**config.mk**
```make
export PLATFORM = sky130hd
export DESIGN_NAME = nib_dram_ctrl
export DESIGN_NICKNAME = d
export VERILOG_FILES = /design/src/rtl/nib_dram_pkg.sv /design/src/rtl/nib_dram_addr.sv /design/src/rtl/nib_dram_refresh.sv /design/src/rtl/nib_dram_nibble.sv /design/src/rtl/nib_dram_ctrl.sv
export SDC_FILE = /design/constraint.sdc
export NUM_CORES = 1
export LEC_CHECK = 0
export ABC_CLOCK_PERIOD_IN_PS = 2200
export CAP_MARGIN = 20
export CORE_MARGIN = 3
export CORE_UTILIZATION = 30
export CTS_BUF_LIST = sky130_fd_sc_hd__clkbuf_16
export DETAILED_ROUTE_END_ITERATION = 7
export GPL_TIMING_DRIVEN = 0
export PLACE_DENSITY_LB_ADDON = 0.08
export SYNTH_ARGS = -nofsm -noshare
export SYNTH_HDL_FRONTEND = slang
export SYNTH_SLANG_ARGS = --single-unit
export TNS_END_PERCENT = 30
```
**constraint.sdc**
```tcl
create_clock -name clk -period 2.2 [get_ports clk]
set_clock_uncertainty 0.1 [all_clocks]
set_input_delay 0.44 -clock clk [delete_from_list [all_inputs] [get_ports clk]]
set_output_delay 0.44 -clock clk [all_outputs]
set_load 0.02 [all_outputs]
```
**src/rtl/nib_dram_pkg.sv**
```systemverilog
package nib_dram_pkg;

    localparam int NIB_PER_WORD = 4;
    localparam int NIB_IDX_W    = 2;

    typedef enum logic [2:0] {
        ST_IDLE,
        ST_ROW_DLY,
        ST_CAS_LO,
        ST_CAS_HI,
        ST_PRECHG,
        ST_REFRESH
    } seq_state_t;

    typedef enum logic [1:0] {
        AMUX_ROW,
        AMUX_COL,
        AMUX_REF
    } amux_t;

    function automatic int max_of5(input int a, input int b, input int c,
                                   input int d, input int e);
        int m;
        m = a;
        if (b > m) m = b;
        if (c > m) m = c;
        if (d > m) m = d;
        if (e > m) m = e;
        return m;
    endfunction

endpackage

```
**src/rtl/nib_dram_addr.sv**
```systemverilog
module nib_dram_addr
    import nib_dram_pkg::*;
#(
    parameter int A_W = 9
) (
    input  logic                 mbit,
    input  amux_t                sel,
    input  logic [2*A_W-3:0]     word_addr,
    input  logic [NIB_IDX_W-1:0] nib,
    input  logic [A_W-1:0]       ref_row,
    output logic [A_W-1:0]       a_out
);
    localparam int WA_W = 2 * A_W - 2;

    logic [A_W-1:0] row_big, col_big, row_small, col_small, ref_addr;

    always_comb begin
        row_big   = word_addr[WA_W-1 -: A_W];
        col_big   = {word_addr[A_W-3:0], nib};
        row_small = {1'b0, word_addr[WA_W-3 -: A_W-1]};
        col_small = {1'b0, word_addr[A_W-4:0], nib};
        ref_addr  = {mbit & ref_row[A_W-1], ref_row[A_W-2:0]};
    end

    always_comb begin
        unique case (sel)
            AMUX_ROW: a_out = mbit ? row_big : row_small;
            AMUX_COL: a_out = mbit ? col_big : col_small;
            AMUX_REF: a_out = ref_addr;
            default:  a_out = '0;
        endcase
    end

endmodule

```
**src/rtl/nib_dram_refresh.sv**
```systemverilog
module nib_dram_refresh #(
    parameter int A_W        = 9,
    parameter int REF_PERIOD = 200
) (
    input  logic           clk,
    input  logic           rst_n,
    input  logic           grant,
    output logic           pending,
    output logic [A_W-1:0] row
);
    localparam int TW = (REF_PERIOD > 1) ? $clog2(REF_PERIOD) : 1;

    logic [TW-1:0] tmr_q;
    logic          tick;

    assign tick = (tmr_q == TW'(REF_PERIOD - 1));

    always_ff @(posedge clk) begin
        if (!rst_n) begin
            tmr_q   <= '0;
            pending <= 1'b0;
            row     <= '0;
        end else begin
            tmr_q <= tick ? '0 : tmr_q + 1'b1;
            if (tick)       pending <= 1'b1;
            else if (grant) pending <= 1'b0;
            if (grant)      row <= row + 1'b1;
        end
    end

    // a new tick must never find an older refresh still waiting
    a_r11_no_missed_refresh: assert property (@(posedge clk) disable iff (!rst_n)
        tick |-> (!pending || grant));

    // the row counter moves only when a refresh is granted
    a_r10_row_steps_on_grant: assert property (@(posedge clk) disable iff (!rst_n)
        !grant |=> $stable(row));

endmodule

```
**src/rtl/nib_dram_nibble.sv**
```systemverilog
module nib_dram_nibble #(
    parameter int NIB_W = 4,
    parameter int NIBS  = 4
) (
    input  logic                     clk,
    input  logic                     rst_n,
    input  logic                     load,
    input  logic [NIB_W*NIBS-1:0]    wdata,
    input  logic [$clog2(NIBS)-1:0]  sel,
    input  logic                     cap,
    input  logic [NIB_W-1:0]         dq_i,
    output logic [NIB_W-1:0]         dq_o,
    output logic [NIB_W*NIBS-1:0]    rword
);
    localparam int SEL_W = $clog2(NIBS);

    logic [NIB_W*NIBS-1:0] wword_q;

    always_ff @(posedge clk) begin
        if (!rst_n)    wword_q <= '0;
        else if (load) wword_q <= wdata;
    end

    assign dq_o = wword_q[sel*NIB_W +: NIB_W];

    for (genvar g = 0; g < NIBS; g++) begin : g_lane
        logic [NIB_W-1:0] lane_q;
        always_ff @(posedge clk) begin
            if (!rst_n)                         lane_q <= '0;
            else if (cap && sel == SEL_W'(g))   lane_q <= dq_i;
        end
        assign rword[g*NIB_W +: NIB_W] = lane_q;
    end

endmodule

```
**src/rtl/nib_dram_ctrl.sv**
```systemverilog
module nib_dram_ctrl
    import nib_dram_pkg::*;
#(
    parameter int A_W        = 9,
    parameter int NIB_W      = 4,
    parameter int T_RCD      = 2,
    parameter int T_CASL     = 2,
    parameter int T_CASH     = 1,
    parameter int T_PRE      = 2,
    parameter int T_REFRAS   = 2,
    parameter int REF_PERIOD = 200
) (
    input  logic                          clk,
    input  logic                          rst_n,
    input  logic                          cfg_mbit,
    input  logic                          req,
    input  logic                          req_we,
    input  logic [2*A_W-3:0]              req_addr,
    input  logic [NIB_W*NIB_PER_WORD-1:0] req_wdata,
    output logic                          ack,
    output logic                          rd_valid,
    output logic [NIB_W*NIB_PER_WORD-1:0] rd_data,
    output logic [A_W-1:0]                dram_a,
    output logic                          dram_ras_n,
    output logic                          dram_cas_n,
    output logic                          dram_we_n,
    output logic                          dram_oe_n,
    output logic [NIB_W-1:0]              dram_dq_o,
    output logic                          dram_dq_oe,
    input  logic [NIB_W-1:0]              dram_dq_i
);
    localparam int WA_W  = 2 * A_W - 2;
    localparam int TMAX  = max_of5(T_RCD, T_CASL, T_CASH, T_PRE, T_REFRAS);
    localparam int CNT_W = $clog2(TMAX + 1);
    localparam logic [NIB_IDX_W-1:0] LAST_NIB = NIB_IDX_W'(NIB_PER_WORD - 1);

    seq_state_t           state_q, state_d;
    logic [CNT_W-1:0]     cnt_q, cnt_d;
    logic [NIB_IDX_W-1:0] nib_q, nib_d;
    logic                 wr_q;
    logic [WA_W-1:0]      addr_q;
    logic                 rd_valid_q, rd_valid_d;
    logic                 ref_pend, ref_grant;
    logic [A_W-1:0]       ref_row;
    logic                 cap_en, in_burst, cnt_done;
    amux_t                amux;

    assign cnt_done = (cnt_q == '0);

    // next-state logic
    always_comb begin
        state_d    = state_q;
        cnt_d      = cnt_done ? cnt_q : cnt_q - 1'b1;
        nib_d      = nib_q;
        rd_valid_d = 1'b0;
        unique case (state_q)
            ST_IDLE: begin
                if (ref_pend) begin
                    state_d = ST_REFRESH;
                    cnt_d   = CNT_W'(T_REFRAS - 1);
                end else if (req) begin
                    state_d = ST_ROW_DLY;
                    cnt_d   = CNT_W'(T_RCD - 1);
                    nib_d   = '0;
                end
            end
            ST_ROW_DLY: if (cnt_done) begin
                state_d = ST_CAS_LO;
                cnt_d   = CNT_W'(T_CASL - 1);
            end
            ST_CAS_LO: if (cnt_done) begin
                if (nib_q == LAST_NIB) begin
                    state_d    = ST_PRECHG;
                    cnt_d      = CNT_W'(T_PRE - 1);
                    rd_valid_d = !wr_q;
                end else begin
                    state_d = ST_CAS_HI;
                    cnt_d   = CNT_W'(T_CASH - 1);
                    nib_d   = nib_q + 1'b1;
                end
            end
            ST_CAS_HI: if (cnt_done) begin
                state_d = ST_CAS_LO;
                cnt_d   = CNT_W'(T_CASL - 1);
            end
            ST_PRECHG: if (cnt_done) state_d = ST_IDLE;
            ST_REFRESH: if (cnt_done) begin
                state_d = ST_PRECHG;
                cnt_d   = CNT_W'(T_PRE - 1);
            end
            default: state_d = ST_IDLE;
        endcase
    end

    // state register
    always_ff @(posedge clk) begin
        if (!rst_n) begin
            state_q    <= ST_IDLE;
            cnt_q      <= '0;
            nib_q      <= '0;
            wr_q       <= 1'b0;
            addr_q     <= '0;
            rd_valid_q <= 1'b0;
        end else begin
            state_q    <= state_d;
            cnt_q      <= cnt_d;
            nib_q      <= nib_d;
            rd_valid_q <= rd_valid_d;
            if (ack) begin
                wr_q   <= req_we;
                addr_q <= req_addr;
            end
        end
    end

    // outputs
    always_comb begin
        in_burst   = (state_q == ST_ROW_DLY) || (state_q == ST_CAS_LO) ||
                     (state_q == ST_CAS_HI);
        dram_ras_n = !(in_burst || state_q == ST_REFRESH);
        dram_cas_n = (state_q != ST_CAS_LO);
        dram_we_n  = !(in_burst && wr_q);
        dram_oe_n  = !(in_burst && !wr_q);
        dram_dq_oe = in_burst && wr_q;
        ack        = (state_q == ST_IDLE) && req && !ref_pend;
        ref_grant  = (state_q == ST_IDLE) && ref_pend;
        cap_en     = (state_q == ST_CAS_LO) && cnt_done && !wr_q;
        unique case (state_q)
            ST_ROW_DLY: amux = AMUX_ROW;
            ST_REFRESH: amux = AMUX_REF;
            default:    amux = AMUX_COL;
        endcase
    end

    assign rd_valid = rd_valid_q;

    nib_dram_addr #(.A_W(A_W)) addr_i (
        .mbit      (cfg_mbit),
        .sel       (amux),
        .word_addr (addr_q),
        .nib       (nib_q),
        .ref_row   (ref_row),
        .a_out     (dram_a)
    );

    nib_dram_refresh #(.A_W(A_W), .REF_PERIOD(REF_PERIOD)) refresh_i (
        .clk     (clk),
        .rst_n   (rst_n),
        .grant   (ref_grant),
        .pending (ref_pend),
        .row     (ref_row)
    );

    nib_dram_nibble #(.NIB_W(NIB_W), .NIBS(NIB_PER_WORD)) nibble_i (
        .clk   (clk),
        .rst_n (rst_n),
        .load  (ack),
        .wdata (req_wdata),
        .sel   (nib_q),
        .cap   (cap_en),
        .dq_i  (dram_dq_i),
        .dq_o  (dram_dq_o),
        .rword (rd_data)
    );

    // ---- strobe observers used only by the assertions below ----
    localparam int RW = $clog2(TMAX + 2) + 1;
    logic [RW-1:0] hi_run, lo_run;
    logic [2:0]    cas_falls;
    logic          cas_n_q;

    always_ff @(posedge clk) begin
        if (!rst_n) begin
            hi_run    <= RW'(T_PRE);
            lo_run    <= '0;
            cas_falls <= '0;
            cas_n_q   <= 1'b1;
        end else begin
            cas_n_q <= dram_cas_n;
            if (dram_ras_n) begin
                lo_run    <= '0;
                cas_falls <= '0;
                if (hi_run < RW'(T_PRE)) hi_run <= hi_run + 1'b1;
            end else begin
                hi_run <= '0;
                if (lo_run < RW'(TMAX + 1)) lo_run <= lo_run + 1'b1;
                if (cas_n_q && !dram_cas_n) cas_falls <= cas_falls + 1'b1;
            end
        end
    end

    a_r2_four_cas: assert property (@(posedge clk) disable iff (!rst_n)
        $rose(dram_ras_n) |-> (cas_falls == 3'd0 || cas_falls == 3'd4));

    a_r2_rcd_exact: assert property (@(posedge clk) disable iff (!rst_n)
        ($fell(dram_cas_n) && cas_falls == 3'd0) |-> (lo_run == RW'(T_RCD)));

    a_r12_precharge: assert property (@(posedge clk) disable iff (!rst_n)
        $fell(dram_ras_n) |-> (hi_run >= RW'(T_PRE)));

    a_r13_cas_inside_ras: assert property (@(posedge clk) disable iff (!rst_n)
        !dram_cas_n |-> !dram_ras_n);

    a_r7_oe_we_exclusive: assert property (@(posedge clk) disable iff (!rst_n)
        !dram_oe_n |-> (dram_we_n && !dram_dq_oe));

    a_r6_write_drives_bus: assert property (@(posedge clk) disable iff (!rst_n)
        (!dram_cas_n && !dram_we_n) |-> dram_dq_oe);

    a_r4_a8_low: assert property (@(posedge clk) disable iff (!rst_n)
        !cfg_mbit |-> !dram_a[A_W-1]);

    a_r8_valid_pulse: assert property (@(posedge clk) disable iff (!rst_n)
        rd_valid |=> !rd_valid);

    a_r9_ack_when_idle: assert property (@(posedge clk) disable iff (!rst_n)
        ack |-> (dram_ras_n && req));

    a_r9_ack_single: assert property (@(posedge clk) disable iff (!rst_n)
        ack |=> !ack);

endmodule

```
### Word level (Yosys, flattened, before mapping)

Cells that the tools add are included.

* add/sub/neg operators: 4
* equality and inequality tests: 20
* shifts and indexed selects: 1
* muxes and demuxes: 26
* bitwise gates (word level): 2
* reduce and logical (&&, ||, !) cells: 31

Operators by type and width (count)
* $pmux W9 S3: 1
* $mux W3: 7
* $mux W2: 9
* $mux W9: 2
* $shiftx A16 B5 Y4: 1
* $pmux W3 S5: 1
* $ne A2 B2 Y1 const B: 6
* $logic_and A1 B1 Y1: 11
* $reduce_and A5 Y1: 2
* $add A9 B1 Y9 const B: 1
* $add A8 B1 Y8 const B: 1
* $eq A8 B8 Y1 const B: 1
* $pmux W2 S2: 2
* $eq A2 B2 Y1 const B: 3
* $eq A3 B2 Y1 const B: 2
* $eq A3 B3 Y1 const B: 2
* $logic_not A2 Y1: 3
* $ne A3 B2 Y1 const B: 2
* $pmux W2 S3: 1
* $logic_not A1 Y1: 5
* $eq A2 B1 Y1 const B: 2
* $reduce_and A4 Y1: 1
* $reduce_bool A2 Y1: 2
* $reduce_or A2 Y1: 2
* 10 further kinds: 14

* register bits: 75
* input port bits: 41

### Depth between registers and ports, before layout

* depth in word-level cells: 5
* depth in mapped cells: 6
* depth with buffers taken out: 4

### Modules after synthesis

A second synthesis with hierarchy kept.

* cells, all modules: 382
* area total of the unflattened synthesis: 3666.0 um^2

Modules (own cells, without submodules)
* nib_dram_nibble: times used 1, cells each 116, area an instance 1332.5 um^2
* nib_dram_ctrl: times used 1, cells each 144, area an instance 1212.4 um^2
* nib_dram_refresh: times used 1, cells each 81, area an instance 784.5 um^2
* nib_dram_addr: times used 1, cells each 41, area an instance 336.6 um^2

### Worst setup path before layout

OpenSTA, ideal clock, no wires.

* path type: input-to-output
* from: input cfg_mbit
* to: output dram_a[0]
* data arrival time: 1.422 ns
* setup slack: 0.238 ns
* stages: 4
* path through: clkbuf_1 > mux2i_1 > o21ai_0 > mux2_2

* longest elaborated chain between the ends: 2

Ends and longest elaborated chain
* from (decl): line nib_dram_ctrl.sv:15 `input logic cfg_mbit,`
* $mux W9: line nib_dram_addr.sv:27 `AMUX_ROW: a_out = mbit ? row_big : row_small;`
* $pmux W9 S3: line nib_dram_addr.sv:26 `unique case (sel)`
* to (decl): line nib_dram_ctrl.sv:23 `output logic [A_W-1:0] dram_a,`

No other way between the ends.

### Worst setup path after layout

* from: register state_q[0]
* to: output dram_a[0]

* longest elaborated chain between the ends: 4
* elaborated cells between the ends (all ways): 7
* those cells by class: eq/ne: 4; mux: 2; reduce/logical: 1

Ends and longest elaborated chain
* from (decl): line nib_dram_ctrl.sv:37 `seq_state_t state_q, state_d;`
* from (signal assigned): line nib_dram_ctrl.sv:105 `state_q <= state_d;`
* $eq A3 B3 Y1 or $eq A3 B1 Y1 (tied branches): line nib_dram_ctrl.sv:128 `unique case (state_q)`
* $pmux W2 S2 (*): line nib_dram_ctrl.sv:128
* $eq A2 B2 Y1, or another cell as far along: line nib_dram_addr.sv:26
* $pmux W9 S3 (*): line nib_dram_addr.sv:26

Every way passes the cells marked *; elsewhere a longest branch is shown, timed or not.

==> flow_summary.ini <==
[global_routing]
busiest_layer = met2
grt_first_pass_wirelength_mm = 16.4
grt_usage_pct = 15.8
antenna_found_initial = 0
grt_max_degree = 20
met1_usage_pct = 21.1
grt_overflow = 0
grt_use_met3_pct = 3.28
grt_pass1_vias = 3284
grt_use_met2_pct = 25.2

[critical_path]
start_kind = register
reg2regPathDepth = 4
reg2reg_to = refresh_i.row[8]
crit_chain = nor2b_2 > buf_8 > mux2_2 > clkdlybuf4s15_2
worstPathMaxFanout = 10
r2r_slack_ps = 250
cp-end-kind = output pin
r2r-start = refresh_i.pending
critical_path_class = register to output pin
crit_path_top_delay_cell = dfxtp_2
required_ps = 1660
cp.arrival_ps = 1650
max_stage_delay_ps = 370

[sta]
hold_viol_final = 0
fin_crit_ps = 2190
relSlewSlack_pct = 61.3
maxSlewViolCount = 0
fin_hold_ws_ps = 364
fmaxAchievable_ghz = 0.457
setup_viol = 0
tightest_slew_ps = 580
fin_crit_sh_pct = 99.4
rsz0062_at_grt = yes

[synthesis]
synth_common_cells = dfxtp_1, nand3_1, o21ai_0, a21oi_1, nand2_1
yosys_warnings = 0
synth_cells = 414
synth_edf_count = 0
netlist_area_mm2 = 0.00354
synth-simple-area-share_pct = 18.4
synth_xor_area_share_pct = 0.742
synth_compound_area_share_pct = 17.2
ys_seq_elements = 75
synth.most_common_cell = dfxtp_1
yosys-top-cells-area = dfxtp_1, mux2i_1, nand3_1, o21ai_0, a21oi_1
yosysUniqueCellTypes = 41
synth_top_area_share_pct = 42.4
synth_top_family_by_area = simple AND/OR/NAND/NOR gates
synthAdderAreaFrac_pct = 2.12
syn_area_per_cell_um2 = 8.56
ys_seq_area_share_pct = 42.4
ys.flop_type = dfxtp_1
synth_async_sr_flop_share_pct = 0
synth.area.mux_share_pct = 13.9
netlist.top_cell.by_area = dfxtp_1
syn_nets = 461

[floorplanning]
rows = 39
io-pin-count = 77
die_w_um = 115
die_h_um = 115
die-area_mm2 = 0.0132
core_mm2 = 0.0115
start_util_pct = 30.9

[power]
ir_drop_uv = 412
total_power_mw = 4.73
power.leakage_nw = 1.85
p_per_area_mw_per_mm2 = 992

[cts]
cts_tree = done
cts_num_sinks = 75
clockBufferDepth = 2
ctsHoldBuffers = 0
cts-root-buf = clkbuf_16
cts_inserted_buffers = 9
clkLatencyLatePin_ps = 340
htree_levels = 3
cts.reportedPaths.clkPinSlew_ps = 60

[layout]
drive_gt1_share_pct = 13.8
seq_area_mm2 = 0.00151
layout.nets = 548
diodes = 0
fillers = 1166
multi_input_area_mm2 = 0.00187
area_growth_pct = 34.6
fin_area_mm2 = 0.00477
utilization_pct = 41.6

[placed_design]
gp_congestion = 0.790
place_area_mm2 = 0.00446
dp_hpwl_mm = 7.20
io_buffer_count = 74

[routing]
via_per_inst = 5.03
wl_per_cell_um = 15.3
drt-initial-drc-count = 173
drc = 0
drt_pre_antenna_iters = 4
drtAntennaViolNets = 0
vias = 3266
wirelength_mm = 9.91

[hold_path]
hold_class = register to register
min_from = nibble_i.g_lane[1].lane_q[0]
hold_depth = 2
whs_endpoint = nibble_i.g_lane[1].lane_q[0]

[outcome]
status = completed

[job]
drv_cap = 0
==> metal layers <==
metal	routed length (um)	vias to the layer above	share of wire, %
li1	-	1654	-
met1	4830	1547	49
met2	4620	59	47
met3	347	6	3.5
met4	111	0	1.1
met5	0	-	0
==> cell usage in the layout, fill, tap and decap left out, types with 6 or more instances in the layout <==
| cell type | netlist | layout |
|---|---|---|
| a21oi_1 | 48 | 48 |
| buf_2 | 1 | 14 |
| clkbuf_1 | 31 | 21 |
| clkbuf_16 | 0 | 9 |
| clkdlybuf4s50_1 | 0 | 54 |
| dfxtp_1 | 75 | 71 |
| ha_1 | 6 | 6 |
| inv_1 | 11 | 12 |
| mux2_2 | 9 | 9 |
| mux2i_1 | 30 | 30 |
| nand2_1 | 42 | 42 |
| nand3_1 | 50 | 50 |
| nor2_1 | 10 | 10 |
| o21ai_0 | 49 | 49 |
==> area by class of cell <==
| type | count | share of cell area (%) |
|---|---|---|
| multi-input cells | 293 | 39.3 |
| flip-flops and latches | 75 | 31.6 |
| repair buffers | 78 | 14.6 |
| clock buffers | 9 | 4.72 |
| plain buffers | 33 | 3.93 |
| well taps | 143 | 3.75 |
| clock inverters | 7 | 1.26 |
| inverters | 11 | 0.866 |
==> worst max path at each step <==
| stage | to | slack, ps | depth (start not counted) | startpoint |
|---|---|---|---|---|
| after global routing | dram_a[0] | -30 | 4 | state_q[0] |
| after CTS | dram_dq_o[0] | 5 | 3 | nib_q[0] |
| after detailed placement | ack | -530 | 5 | req |
| after floorplan | dram_a[0] | 240 | 4 | cfg_mbit |
| after global placement | ack | -560 | 5 | req |
| final | dram_a[0] | 10 | 4 | state_q[0] |
==> flip-flops by register name, summed over array words and instances, names as in the netlist <==
name                    cells
cnt_q                       2
state_q                     3
refresh_i.tmr_q             8
rd_valid                    1
nibble_i.wword_q           16
nib_q                       2
refresh_i.row               9
wr_q                        1
nibble_i.g_lane.lane_q     16
refresh_i.pending           1
addr_q                     16
==> repair_timing <==
action                     in CTS  in global routing
pin swaps                       1                  1
gates cloned                    0                  0
hold endpoints to repair        0                  0
setup endpoints to repair      19                 12
setup buffers                   1                  3
resized for setup              79                 12
==> kinds of logic (layout without fill, tap and decap cells) <==
family	count (synthesis)	count (layout)
AOI/OAI and AO/OA	111	111
buffers and inverters	46	138
muxes	43	43
xor gates and xnor gates	3	3
and+or+nand+nor	130	130
adders and majority gates	6	6
DFF	75	75
==> report_power, final <==
group / switching (mW) / internal [mW] / total (mW)
Sequential: 0.117 / 1.53 / 1.64
Combinational: 0.961 / 0.687 / 1.65
Clock: 0.574 / 0.864 / 1.44
==> metrics by stage <==
step | cells | setup slack, ps | setup TNS, ps
detailed placement | 631 | -527 | -6800
global route | 649 | -28.5 | -28.5
CTS | 646 | 5.41 | 0
global placement | 631 | -557 | -6140
floorplan | 414 | 238 | 0
finish | 649 | 12.3 | 0
==> worst max-delay path: cells and delay by family (launching register included) <==
kind,cells,cell delay [ps]
buffers and inverters,2,410
DFF,1,370
and+or+nand+nor,1,180
muxes,1,360
Note: power is estimated with default switching activity, not from simulation.
